$ cat config.mk
export PLATFORM = sky130hd
export DESIGN_NAME = deferred_txn_queue
export DESIGN_NICKNAME = d
export VERILOG_FILES = /design/src/rtl/dtq_pkg.sv /design/src/rtl/dtq_store.sv /design/src/rtl/dtq_head_fsm.sv /design/src/rtl/deferred_txn_queue.sv
export SDC_FILE = /design/constraint.sdc
export NUM_CORES = 1
export LEC_CHECK = 0
export ABC_CLOCK_PERIOD_IN_PS = 12150
export CAP_MARGIN = 0
export CORE_ASPECT_RATIO = 0.8
export CORE_UTILIZATION = 40
export DETAILED_ROUTE_END_ITERATION = 10
export PLACE_DENSITY = 0.61
export SETUP_SLACK_MARGIN = 0.15
export SLEW_MARGIN = 20
export SYNTH_ARGS = -nofsm -noshare
export SYNTH_HDL_FRONTEND = slang
export SYNTH_SLANG_ARGS = --single-unit
$ cat constraint.sdc
create_clock -name clk -period 12.15 [get_ports clk]
set_clock_uncertainty 0.2 [all_clocks]
set_input_delay 3.645 -clock clk [delete_from_list [all_inputs] [get_ports clk]]
set_output_delay 3.645 -clock clk [all_outputs]
set_load 0.1 [all_outputs]
$ cat src/rtl/dtq_pkg.sv
package dtq_pkg;

    typedef enum logic [1:0] {
        RSP_RETRY    = 2'b00,
        RSP_ACK      = 2'b01,
        RSP_ACK_STOP = 2'b10,
        RSP_ABORT    = 2'b11
    } rsp_e;

    typedef enum logic [2:0] {
        H_EMPTY,
        H_HOLD,
        H_ISSUE,
        H_DONE_OK,
        H_DONE_ABORT
    } head_e;

endpackage

$ cat src/rtl/dtq_store.sv
module dtq_store #(
    parameter int DEPTH = 4,
    parameter int AW    = 32
) (
    input  logic          clk,
    input  logic          rst_n,
    input  logic          push,
    input  logic [AW-1:0] push_addr,
    input  logic [3:0]    push_cmd,
    input  logic [31:0]   push_data,
    input  logic [3:0]    push_be_n,
    input  logic          push_par,
    input  logic          pop,
    input  logic [AW-1:0] chk_addr,
    input  logic [3:0]    chk_cmd,
    input  logic [31:0]   chk_data,
    input  logic [3:0]    chk_be_n,
    output logic          empty,
    output logic          full,
    output logic          dup_hit,
    output logic          head_hit,
    output logic [AW-1:0] head_addr,
    output logic [3:0]    head_cmd,
    output logic [31:0]   head_data,
    output logic [3:0]    head_be_n,
    output logic          head_par
);

    localparam int PW = (DEPTH > 1) ? $clog2(DEPTH) : 1;
    localparam int CW = $clog2(DEPTH + 1);

    logic [PW-1:0]    hd_q, tl_q;
    logic [CW-1:0]    cnt_q;
    logic [DEPTH-1:0] vld_q;
    logic [DEPTH-1:0] slot_dup;
    logic [31:0]      en_mask;

    logic [AW-1:0] addr_q [DEPTH];
    logic [3:0]    cmd_q  [DEPTH];
    logic [31:0]   data_q [DEPTH];
    logic [3:0]    be_q   [DEPTH];
    logic          par_q  [DEPTH];

    function automatic logic [PW-1:0] bump(input logic [PW-1:0] p);
        return (p == PW'(DEPTH - 1)) ? '0 : p + 1'b1;
    endfunction

    always_ff @(posedge clk) begin
        if (!rst_n) begin
            hd_q  <= '0;
            tl_q  <= '0;
            cnt_q <= '0;
            vld_q <= '0;
        end else begin
            if (push) begin
                vld_q[tl_q] <= 1'b1;
                tl_q        <= bump(tl_q);
            end
            if (pop) begin
                vld_q[hd_q] <= 1'b0;
                hd_q        <= bump(hd_q);
            end
            unique case ({push, pop})
                2'b10:   cnt_q <= cnt_q + 1'b1;
                2'b01:   cnt_q <= cnt_q - 1'b1;
                default: cnt_q <= cnt_q;
            endcase
        end
    end

    always_ff @(posedge clk) begin
        if (push) begin
            addr_q[tl_q] <= push_addr;
            cmd_q[tl_q]  <= push_cmd;
            data_q[tl_q] <= push_data;
            be_q[tl_q]   <= push_be_n;
            par_q[tl_q]  <= push_par;
        end
    end

    generate
        for (genvar i = 0; i < DEPTH; i++) begin : g_slot
            assign slot_dup[i] = vld_q[i] && (addr_q[i] == chk_addr) && (cmd_q[i] == chk_cmd);
        end
    endgenerate

    always_comb begin
        for (int b = 0; b < 4; b++) begin
            en_mask[8*b +: 8] = {8{~chk_be_n[b]}};
        end
    end

    assign empty     = (cnt_q == '0);
    assign full      = (cnt_q == CW'(DEPTH));
    assign dup_hit   = |slot_dup;
    assign head_addr = addr_q[hd_q];
    assign head_cmd  = cmd_q[hd_q];
    assign head_data = data_q[hd_q];
    assign head_be_n = be_q[hd_q];
    assign head_par  = par_q[hd_q];
    assign head_hit  = vld_q[hd_q] && (head_addr == chk_addr) && (head_cmd == chk_cmd)
                    && (head_be_n == chk_be_n)
                    && (!chk_cmd[0] || (((head_data ^ chk_data) & en_mask) == 32'h0));

    // a store never happens into a full queue
    a_r3_no_overflow: assert property (@(posedge clk) disable iff (!rst_n) push |-> !full);
    // removal only from a non-empty queue
    a_r2_pop_has_entry: assert property (@(posedge clk) disable iff (!rst_n) pop |-> !empty);

endmodule

$ cat src/rtl/dtq_head_fsm.sv
module dtq_head_fsm
    import dtq_pkg::*;
#(
    parameter int RETRY_W = 24,
    parameter int LONG_W  = 15,
    parameter int SHORT_W = 10
) (
    input  logic  clk,
    input  logic  rst_n,
    input  logic  head_present,
    input  logic  order_ok,
    input  logic  tgt_rsp_valid,
    input  logic  tgt_rsp_retry,
    input  logic  collect,
    input  logic  discard_short,
    output head_e state,
    output logic  tgt_req,
    output logic  abort_evt,
    output logic  discard_evt
);

    localparam logic [LONG_W-1:0] LONG_LIM  = '1;
    localparam logic [LONG_W-1:0] SHORT_LIM = LONG_W'((2 ** SHORT_W) - 1);

    head_e               state_q, state_d;
    logic [RETRY_W-1:0]  att_q;
    logic [LONG_W-1:0]   tmr_q;
    logic [LONG_W-1:0]   lim;
    logic                done;

    assign lim  = discard_short ? SHORT_LIM : LONG_LIM;
    assign done = (state_q == H_DONE_OK) || (state_q == H_DONE_ABORT);

    always_ff @(posedge clk) begin
        if (!rst_n) begin
            state_q <= H_EMPTY;
            att_q   <= '0;
            tmr_q   <= '0;
        end else begin
            state_q <= state_d;
            if (state_q == H_EMPTY)
                att_q <= '0;
            else if (tgt_req && tgt_rsp_valid && tgt_rsp_retry)
                att_q <= att_q + 1'b1;
            if (!done)
                tmr_q <= '0;
            else
                tmr_q <= tmr_q + 1'b1;
        end
    end

    always_comb begin
        tgt_req     = (state_q == H_ISSUE);
        abort_evt   = tgt_req && tgt_rsp_valid && tgt_rsp_retry && (&att_q);
        discard_evt = done && !collect && (tmr_q == lim);
        state       = state_q;
    end

    always_comb begin
        state_d = state_q;
        unique case (state_q)
            H_EMPTY:      if (head_present) state_d = H_HOLD;
            H_HOLD:       if (order_ok) state_d = H_ISSUE;
            H_ISSUE: begin
                if (tgt_rsp_valid) begin
                    if (!tgt_rsp_retry) state_d = H_DONE_OK;
                    else if (abort_evt) state_d = H_DONE_ABORT;
                    else                state_d = H_HOLD;
                end
            end
            H_DONE_OK,
            H_DONE_ABORT: if (collect || discard_evt) state_d = H_EMPTY;
            default:      state_d = H_EMPTY;
        endcase
    end

    // offer held until the target side answers
    a_r5_req_held: assert property (@(posedge clk) disable iff (!rst_n)
        tgt_req && !tgt_rsp_valid |=> tgt_req);
    // an offer starts only after ordering permission
    a_r5_issue_after_order: assert property (@(posedge clk) disable iff (!rst_n)
        $rose(tgt_req) |-> $past(order_ok));
    // the final failed attempt leaves the entry aborted
    a_r6_abort_lands: assert property (@(posedge clk) disable iff (!rst_n)
        abort_evt |=> state_q == H_DONE_ABORT);

endmodule

$ cat src/rtl/deferred_txn_queue.sv
module deferred_txn_queue
    import dtq_pkg::*;
#(
    parameter int DEPTH           = 4,
    parameter int AW              = 32,
    parameter int RETRY_W         = 24,
    parameter int DISCARD_LONG_W  = 15,
    parameter int DISCARD_SHORT_W = 10
) (
    input  logic          clk,
    input  logic          rst_n,
    input  logic          serr_en,
    input  logic          discard_short,
    input  logic          order_ok,
    input  logic          req_valid,
    input  logic [AW-1:0] req_addr,
    input  logic [3:0]    req_cmd,
    input  logic [31:0]   req_data,
    input  logic [3:0]    req_be_n,
    input  logic          req_par,
    input  logic          req_multi,
    output logic          rsp_valid,
    output logic [1:0]    rsp_code,
    output logic          tgt_req,
    output logic [AW-1:0] tgt_addr,
    output logic [3:0]    tgt_cmd,
    output logic [31:0]   tgt_data,
    output logic [3:0]    tgt_be_n,
    output logic          tgt_par,
    input  logic          tgt_rsp_valid,
    input  logic          tgt_rsp_retry,
    output logic          serr
);

    logic  empty, full, dup_hit, head_hit;
    logic  collect, push, pop;
    logic  abort_evt, discard_evt;
    head_e hstate;
    rsp_e  code_d;

    assign collect = req_valid && head_hit && ((hstate == H_DONE_OK) || (hstate == H_DONE_ABORT));
    assign push    = req_valid && !dup_hit && !full;
    assign pop     = collect || discard_evt;

    dtq_store #(.DEPTH(DEPTH), .AW(AW)) u_store (
        .clk       (clk),
        .rst_n     (rst_n),
        .push      (push),
        .push_addr (req_addr),
        .push_cmd  (req_cmd),
        .push_data (req_data),
        .push_be_n (req_be_n),
        .push_par  (req_par),
        .pop       (pop),
        .chk_addr  (req_addr),
        .chk_cmd   (req_cmd),
        .chk_data  (req_data),
        .chk_be_n  (req_be_n),
        .empty     (empty),
        .full      (full),
        .dup_hit   (dup_hit),
        .head_hit  (head_hit),
        .head_addr (tgt_addr),
        .head_cmd  (tgt_cmd),
        .head_data (tgt_data),
        .head_be_n (tgt_be_n),
        .head_par  (tgt_par)
    );

    dtq_head_fsm #(
        .RETRY_W (RETRY_W),
        .LONG_W  (DISCARD_LONG_W),
        .SHORT_W (DISCARD_SHORT_W)
    ) u_head (
        .clk           (clk),
        .rst_n         (rst_n),
        .head_present  (!empty),
        .order_ok      (order_ok),
        .tgt_rsp_valid (tgt_rsp_valid),
        .tgt_rsp_retry (tgt_rsp_retry),
        .collect       (collect),
        .discard_short (discard_short),
        .state         (hstate),
        .tgt_req       (tgt_req),
        .abort_evt     (abort_evt),
        .discard_evt   (discard_evt)
    );

    always_comb begin
        code_d = RSP_RETRY;
        if (collect) begin
            if (hstate == H_DONE_ABORT) code_d = RSP_ABORT;
            else if (req_multi)         code_d = RSP_ACK_STOP;
            else                        code_d = RSP_ACK;
        end
    end

    always_ff @(posedge clk) begin
        if (!rst_n) begin
            rsp_valid <= 1'b0;
            rsp_code  <= RSP_RETRY;
            serr      <= 1'b0;
        end else begin
            rsp_valid <= req_valid;
            rsp_code  <= code_d;
            serr      <= serr_en && (abort_evt || discard_evt);
        end
    end

    // responses only follow requests
    a_r2_rsp_follows_req: assert property (@(posedge clk) disable iff (!rst_n)
        rsp_valid |-> $past(req_valid));
    // data-ready only for a completed oldest entry
    a_r7_ack_needs_done: assert property (@(posedge clk) disable iff (!rst_n)
        rsp_valid && (rsp_code == RSP_ACK || rsp_code == RSP_ACK_STOP) |-> $past(hstate == H_DONE_OK));
    // abort code only for an aborted oldest entry
    a_r6_abort_needs_abort: assert property (@(posedge clk) disable iff (!rst_n)
        rsp_valid && rsp_code == RSP_ABORT |-> $past(hstate == H_DONE_ABORT));
    // error pulse only when enabled
    a_r11_serr_enabled: assert property (@(posedge clk) disable iff (!rst_n)
        serr |-> $past(serr_en));

endmodule

==> run_results.csv, run 1 <==
group,metric,value,unit
routing,drt-total-wl,41650,um
logic_synthesis,ys_ff_latch,351,
logic_synthesis,muxShareOfSynthArea,11.40,%
timing,drv_slew,0,
timing,period_minus_slack,7.835,ns
cells_and_area,layout.cells.non_filler,1799,
logic_synthesis,avgSynthCellArea,14.75,um^2
worst_setup_path,critPathKind,"flip-flop to output pin",
grt,first_global_vias,9699,
timing,timing.final.crit_share,64.49,%
timing,fin_setup_tns,0,ns
logic_synthesis,synth-seq-area-share,61.51,%
grt,overflow,0,
timing,rsz0062_at_grt,"no",
cells_and_area,final_nets,1330,
power,vdd_drop_max,0.09828,mV
timing,setup_violations,0,
timing,finalHoldViolations,0,
clocking,htreeDepth,2,
routing,wl_per_cell,23.15,um
cells_and_area,drive_above_1_share,10.38,%
logic_synthesis,synth_cell_type_count,59,
power,power,2851,uW
clocking,cts_setup_buffers,0,
grt,grt_pass1_wl,61440,um
routing,antenna_left,0,
floorplan,io_pins,160,
logic_synthesis,ys_warn_count,0,
routing,wl_met2,18080,um
power,power_density,147.4,mW/mm^2
worst_setup_path,path_max_fanout,46,
hold_path,min_path_type,"flip-flop to flip-flop",
power,p_leak,0.006073,uW
logic_synthesis,synth_xor_area_share,12.94,%
grt,grt_max_degree,58,
routing,vias,9777,
floorplan,die_h,181.9,um
clocking,numCtsBuffers,36,
placement,placed_cells_incl_taps,1734,
clocking,root_buffer,"clkbuf_16",
cells_and_area,area_delta_synth_final,19.55,%
cells_and_area,utilization,48.83,%
logic_synthesis,syn_nets,1191,
timing,timing.hold.ws,0.2721,ns
floorplan,die_area,0.04125,mm^2
worst_setup_path,worstPathArrival,3.99,ns
clocking,cts-resized-gates,0,
routing,drt_iter0_drc,1013,
routing,drc_errors,0,
logic_synthesis,synthSimpleGateAreaFrac,8.222,%
routing,first_pass_iters,5,
logic_synthesis,synth_fa_ha_area_share,0.9746,%
placement,hpwl,28650,um
grt,grtUsageTotal,20.24,%
clocking,cts.path.max_buffers,3,
worst_setup_path,crit_path_end_kind,"output pin",
job,cap_violations,0,
timing,maxSlewHeadroom,27.19,%
clocking,cts_tree,"yes",
routing,wl_met1,19030,um
logic_synthesis,syn_area,0.01618,mm^2
worst_setup_path,required,8.30,ns
clocking,cts.clk_slew.worst_paths,0.06,ns
logic_synthesis,synth_flop_cell,"edfxtp_1",
floorplan,core,0.03961,mm^2
logic_synthesis,synth-edff-count,292,
floorplan,rows,65,
floorplan,initial_core_util,40.84,%
placement,io_buffers,159,
floorplan,die_width,226.8,um
worst_setup_path,worstSetupStartpointType,"flip-flop",
logic_synthesis,syn_inst,1097,
clocking,hold_buffers,0,
grt,antenna_found_initial,4,
placement,place_congestion,0.9641,
outcome,status,"completed",
routing,vias_per_cell,5.435,
logic_synthesis,synthArstFlopShare,0,%
timing,fmax,0.1276,GHz
logic_synthesis,synth_top_family_by_area,"XOR/XNOR gates",
logic_synthesis,synth-compound-area-share,2.769,%
clocking,cts.sinks,351,
routing,routed.top_layer,"met5",
clocking,clk_latency,0.53,ns
timing,tightest_slew,1.089,ns
routing,wl_met3,3775,um
-- cell usage after synthesis (3+ instances only) --
cell      instances  area [um^2]
o21ai_0          24        120.1
buf_6             3        33.78
xor2_1          131         1147
and2_1           10        62.56
nor2b_1           6        37.54
and3_1           12        75.07
and4_1            8        70.07
nand2_1          26        97.59
mux2i_1          29        290.3
buf_2             9        45.04
inv_1            18        67.56
ha_1             11        137.6
nor2_1           52        195.2
nor3_1            8        40.04
xnor2_1         108        945.9
nand3_1          20        100.1
o22ai_1           3        18.77
a211oi_1          3        22.52
edfxtp_1        292         8768
nand4_1          44        275.3
mux4_2           68         1531
buf_4             3        22.52
clkbuf_1         46        172.7
or3_1             9        56.30
a21oi_1          21        105.1
dfxtp_1          59         1181
buf_1             3        11.26
nor4_1           34        212.7
-- where the power goes --
group / switching, uW / leakage, uW / total (uW) / internal, uW
clock: 456 / 0.000537 / 1070 / 613
sequential: 22.3 / 0.00316 / 1370 / 1350
combinational: 287 / 0.00238 / 408 / 121
total: 765 / 0.00607 / 2850 / 2090
-- cells in the final DEF (no fill, tap or decap), types with 26 or more instances in the layout --
master / synthesis / final
nand4_1: 44 / 44
clkdlybuf4s50_1: 0 / 159
edfxtp_1: 292 / 292
xnor2_1: 108 / 108
mux2i_1: 29 / 29
clkbuf_16: 0 / 36
nand2_1: 26 / 26
nor4_1: 34 / 34
mux4_2: 68 / 68
dfxtp_1: 59 / 57
nor2_1: 52 / 52
xor2_1: 131 / 131
-- final timing paths --
kind,start,slack [ns],cells after the start,endpoint
worst max register to register,flip-flop,6.35,13,u_store.cnt_q[2]
worst min-delay path,u_head.tmr_q[0],0.27,1,u_head.tmr_q[0]
worst min register to register,u_head.tmr_q[0],0.27,1,u_head.tmr_q[0]
worst max-delay path,flip-flop,4.31,3,tgt_addr[2]
-- sequential cells by signal, summed over array words and instances (netlist names), 4 cells and up, named ones only --
signal          flops
u_store.addr_q    128
u_store.vld_q       4
u_head.tmr_q       15
u_store.data_q    128
u_head.att_q       24
u_store.cmd_q      16
u_store.par_q       4
u_store.be_q       16
-- per-layer routing --
layer  up-vias  GRT usage (%)
li1       4418              -
met1      4945          30.00
met2       340          29.10
met3        70          6.068
met4         4          4.324
met5         -              0
-- logic make-up (layout without fill, tap and decap cells) --
kind of cell | Yosys count | after routing
and+or+nand+nor | 242 | 242
DFF | 351 | 351
xor gates and xnor gates | 239 | 239
AOI/OAI and AO/OA | 72 | 72
adders and majority gates | 12 | 12
buffers and inverters | 82 | 247
other | 0 | 1
muxes | 99 | 99
-- through the flow --
stage | area [um^2] | setup slack (ns)
global placement | 18230 | 4.458
global route | 19340 | 4.038
floorplan | 16180 | 5.011
finish | 19340 | 4.315
CTS | 19340 | 4.198
detailed placement | 18230 | 4.427
-- critical path, cell delays in order, from the launching register on --
cell	delay (ns)
dfxtp_4	0.82
buf_4	0.88
mux4_2	0.70
clkdlybuf4s50_1	1.01
-- final cells by class --
cell class | count | area, um^2
clock buffer | 48 | 947.2
tap | 536 | 670.6
antenna | 1 | 2.502
sequential | 351 | 9957
clock inverter | 16 | 160.2
inverter | 18 | 67.56
timing repair buffer | 165 | 1637
fill | 3476 | 20270
multi-input combinational | 664 | 5897
(Power assumes the default switching activity.)
==> inputs of run 2 (changes only) <==
Settings changed: ABC_CLOCK_PERIOD_IN_PS 12150 to 7100, PLACE_DENSITY 0.61 to 0.64.
Clock period 12.15 ns to 7.1 ns, I/O delays scaled along.
==> run 2 against run 1 <==
Compared with the run above: routed wire length shrank 0.11%; cell area up 0.69%; non-clock buffer count increased by 4; critical path type unchanged; critical endpoint is now tgt_addr[16].
==> run_results.csv, run 2 (synthesis gave the netlist of run 1 again) <==
group,metric,value,unit
worst_setup_path,critical_path.endpoint,"tgt_addr[16]",
worst_setup_path,crit_path_end_kind,"output pin",
outcome,status,"completed",
timing,drv_slew,0,
cells_and_area,layout_commonest_cell,"edfxtp_1",
clocking,numCtsBuffers,38,
timing,timing.final.crit_share,83.83,%
worst_setup_path,required,4.77,ns
cells_and_area,fin_area,0.01947,mm^2
floorplan,die_h,181.9,um
grt,grt_pass1_wl,61550,um
cells_and_area,final_nets,1336,
worst_setup_path,r2r_end,"u_store.cnt_q[2]",
clocking,cts_tree,"yes",
clocking,cts.clk_slew.worst_paths,0.06,ns
grt,overflow,0,
timing,fin_setup_tns,0,ns
hold_path,min_path_cells,1,
cells_and_area,drive_above_1_share,11.12,%
power,power,4898,uW
worst_setup_path,cp_slowest_cell,"clkdlybuf4s50_1",
cells_and_area,utilization,49.16,%
timing,rsz0062_at_grt,"no",
routing,antenna_left,0,
worst_setup_path,worstSetupStartpointType,"flip-flop",
timing,tightest_slew,1.115,ns
power,switching_share,27.28,%
floorplan,core,0.03961,mm^2
routing,routed.top_layer,"met4",
clocking,htreeDepth,2,
power,combPwrFrac,14.3,%
timing,finalHoldViolations,0,
routing,wl_per_cell,23.04,um
worst_setup_path,reg2reg_setup_slack,1.78,ns
grt,antenna_found_initial,2,
floorplan,rows,65,
worst_setup_path,path_max_fanout,47,
clocking,clk_latency,0.55,ns
power,clock_power_share,37.7,%
placement,io_buffers,159,
power,p_leak,0.006131,uW
routing,wl_met2,18460,um
routing,wl_met1,18750,um
floorplan,die_area,0.04125,mm^2
routing,vias,9849,
power,power.switching,1336,uW
worst_setup_path,worstPathArrival,3.62,ns
grt,first_global_vias,9728,
clocking,cts_setup_buffers,0,
job,cap_violations,0,
worst_setup_path,reg2reg_depth,13,
worst_setup_path,slowest_delay,1.08,ns
routing,vias_per_cell,5.453,
routing,drt_iter0_drc,941,
routing,first_pass_iters,5,
clocking,root_buffer,"clkbuf_16",
cells_and_area,layout_common_cells,"edfxtp_1 (292), clkdlybuf4s50_1 (159), xor2_1 (131)",
grt,grtUsageTotal,20.32,%
cells_and_area,multi_input_area,0.005897,mm^2
floorplan,initial_core_util,40.84,%
clocking,cts-resized-gates,0,
clocking,cts.sinks,351,
power,vdd_drop_max,0.1629,mV
routing,drc_errors,0,
placement,place_congestion,0.9658,
cells_and_area,area_delta_synth_final,20.38,%
worst_setup_path,critPathKind,"flip-flop to output pin",
clocking,hold_buffers,0,
placement,hpwl,28980,um
cells_and_area,seqCellArea,0.009957,mm^2
routing,drt-total-wl,41600,um
routing,wl_met3,3713,um
worst_setup_path,crit_chain,"buf_12 > mux4_2 > clkdlybuf4s50_1",
placement,place_area,0.01832,mm^2
power,internal-power,3562,uW
floorplan,die_width,226.8,um
clocking,cts.path.max_buffers,3,
hold_path,min_path_type,"flip-flop to flip-flop",
timing,period_minus_slack,5.952,ns
timing,maxSlewHeadroom,25.43,%
timing,setup_violations,0,
power,power_density,251.5,mW/mm^2
power,pwr-share-seq,48.0,%
floorplan,io_pins,160,
timing,fmax,0.1680,GHz
cells_and_area,largest_registers,"u_store.addr_q (128), u_store.data_q (128), u_head.att_q (24)",
cells_and_area,nFillCells,3487,
grt,grt_max_degree,56,
-- run 2: cell count changes in the layout (fill, tap and decap cells not counted), moves of 3 or more --
cell and delta:
buf_12 +5, clkbuf_16 +3, bufinv_16 -3, clkinv_2 +3, clkbuf_1 -4, clkbuf_8 +3
-- run 2: worst max-delay path: cells and delay by family (launching register included) --
family / cells / cell delay [ns]
buf+inv: 2 / 1.49
mux: 1 / 0.60
flops: 1 / 0.91
-- run 2: metrics by stage --
stage	std cells	worst slack, ns	hold WS, ns
2_1_floorplan	1097	1.476	0.2261
3_3_place_gp	1738	1.029	0.2421
3_5_place_dp	1738	0.9606	0.2471
4_1_cts	1804	1.077	0.2686
5_1_grt	1805	0.9695	0.2947
6_report	1806	1.148	0.2669
-- run 2: layer usage --
| metal | global-route usage, % | vias to the layer above |
|---|---|---|
| met1 | 29.67 | 4954 |
| met5 | 0 | - |
| met4 | 5.378 | 0 |
| met2 | 29.54 | 397 |
| met3 | 5.663 | 53 |
| li1 | - | 4445 |
-- run 2: cell type report --
type	instances	share of cell area, %
flip-flops and latches	351	51.13
well taps	536	3.444
clock inverters	17	0.5269
repair buffers	169	8.880
clock buffers	49	5.359
inverters	18	0.3470
multi-input cells	664	30.28
diodes	2	0.02570
-- run 2: worst min-delay path by stage --
stage               slack [ns]       startpoint               to
CTS                       0.27  u_head.tmr_q[0]  u_head.tmr_q[0]
global route              0.29  u_head.tmr_q[0]  u_head.tmr_q[0]
detailed placement        0.25  u_head.tmr_q[0]  u_head.tmr_q[0]
floorplan                 0.23  u_head.tmr_q[0]  u_head.tmr_q[0]
global placement          0.24  u_head.tmr_q[0]  u_head.tmr_q[0]
finish                    0.27  u_head.tmr_q[0]  u_head.tmr_q[0]
-- run 2: power by group through the flow --
stage,sequential [uW],combinational [uW],clock [uW]
final,2350,701,1850
after global routing,2360,732,1960
after CTS,2350,701,1890
after detailed placement,2390,698,0
after global placement,2390,696,0
after floorplan,2390,463,0
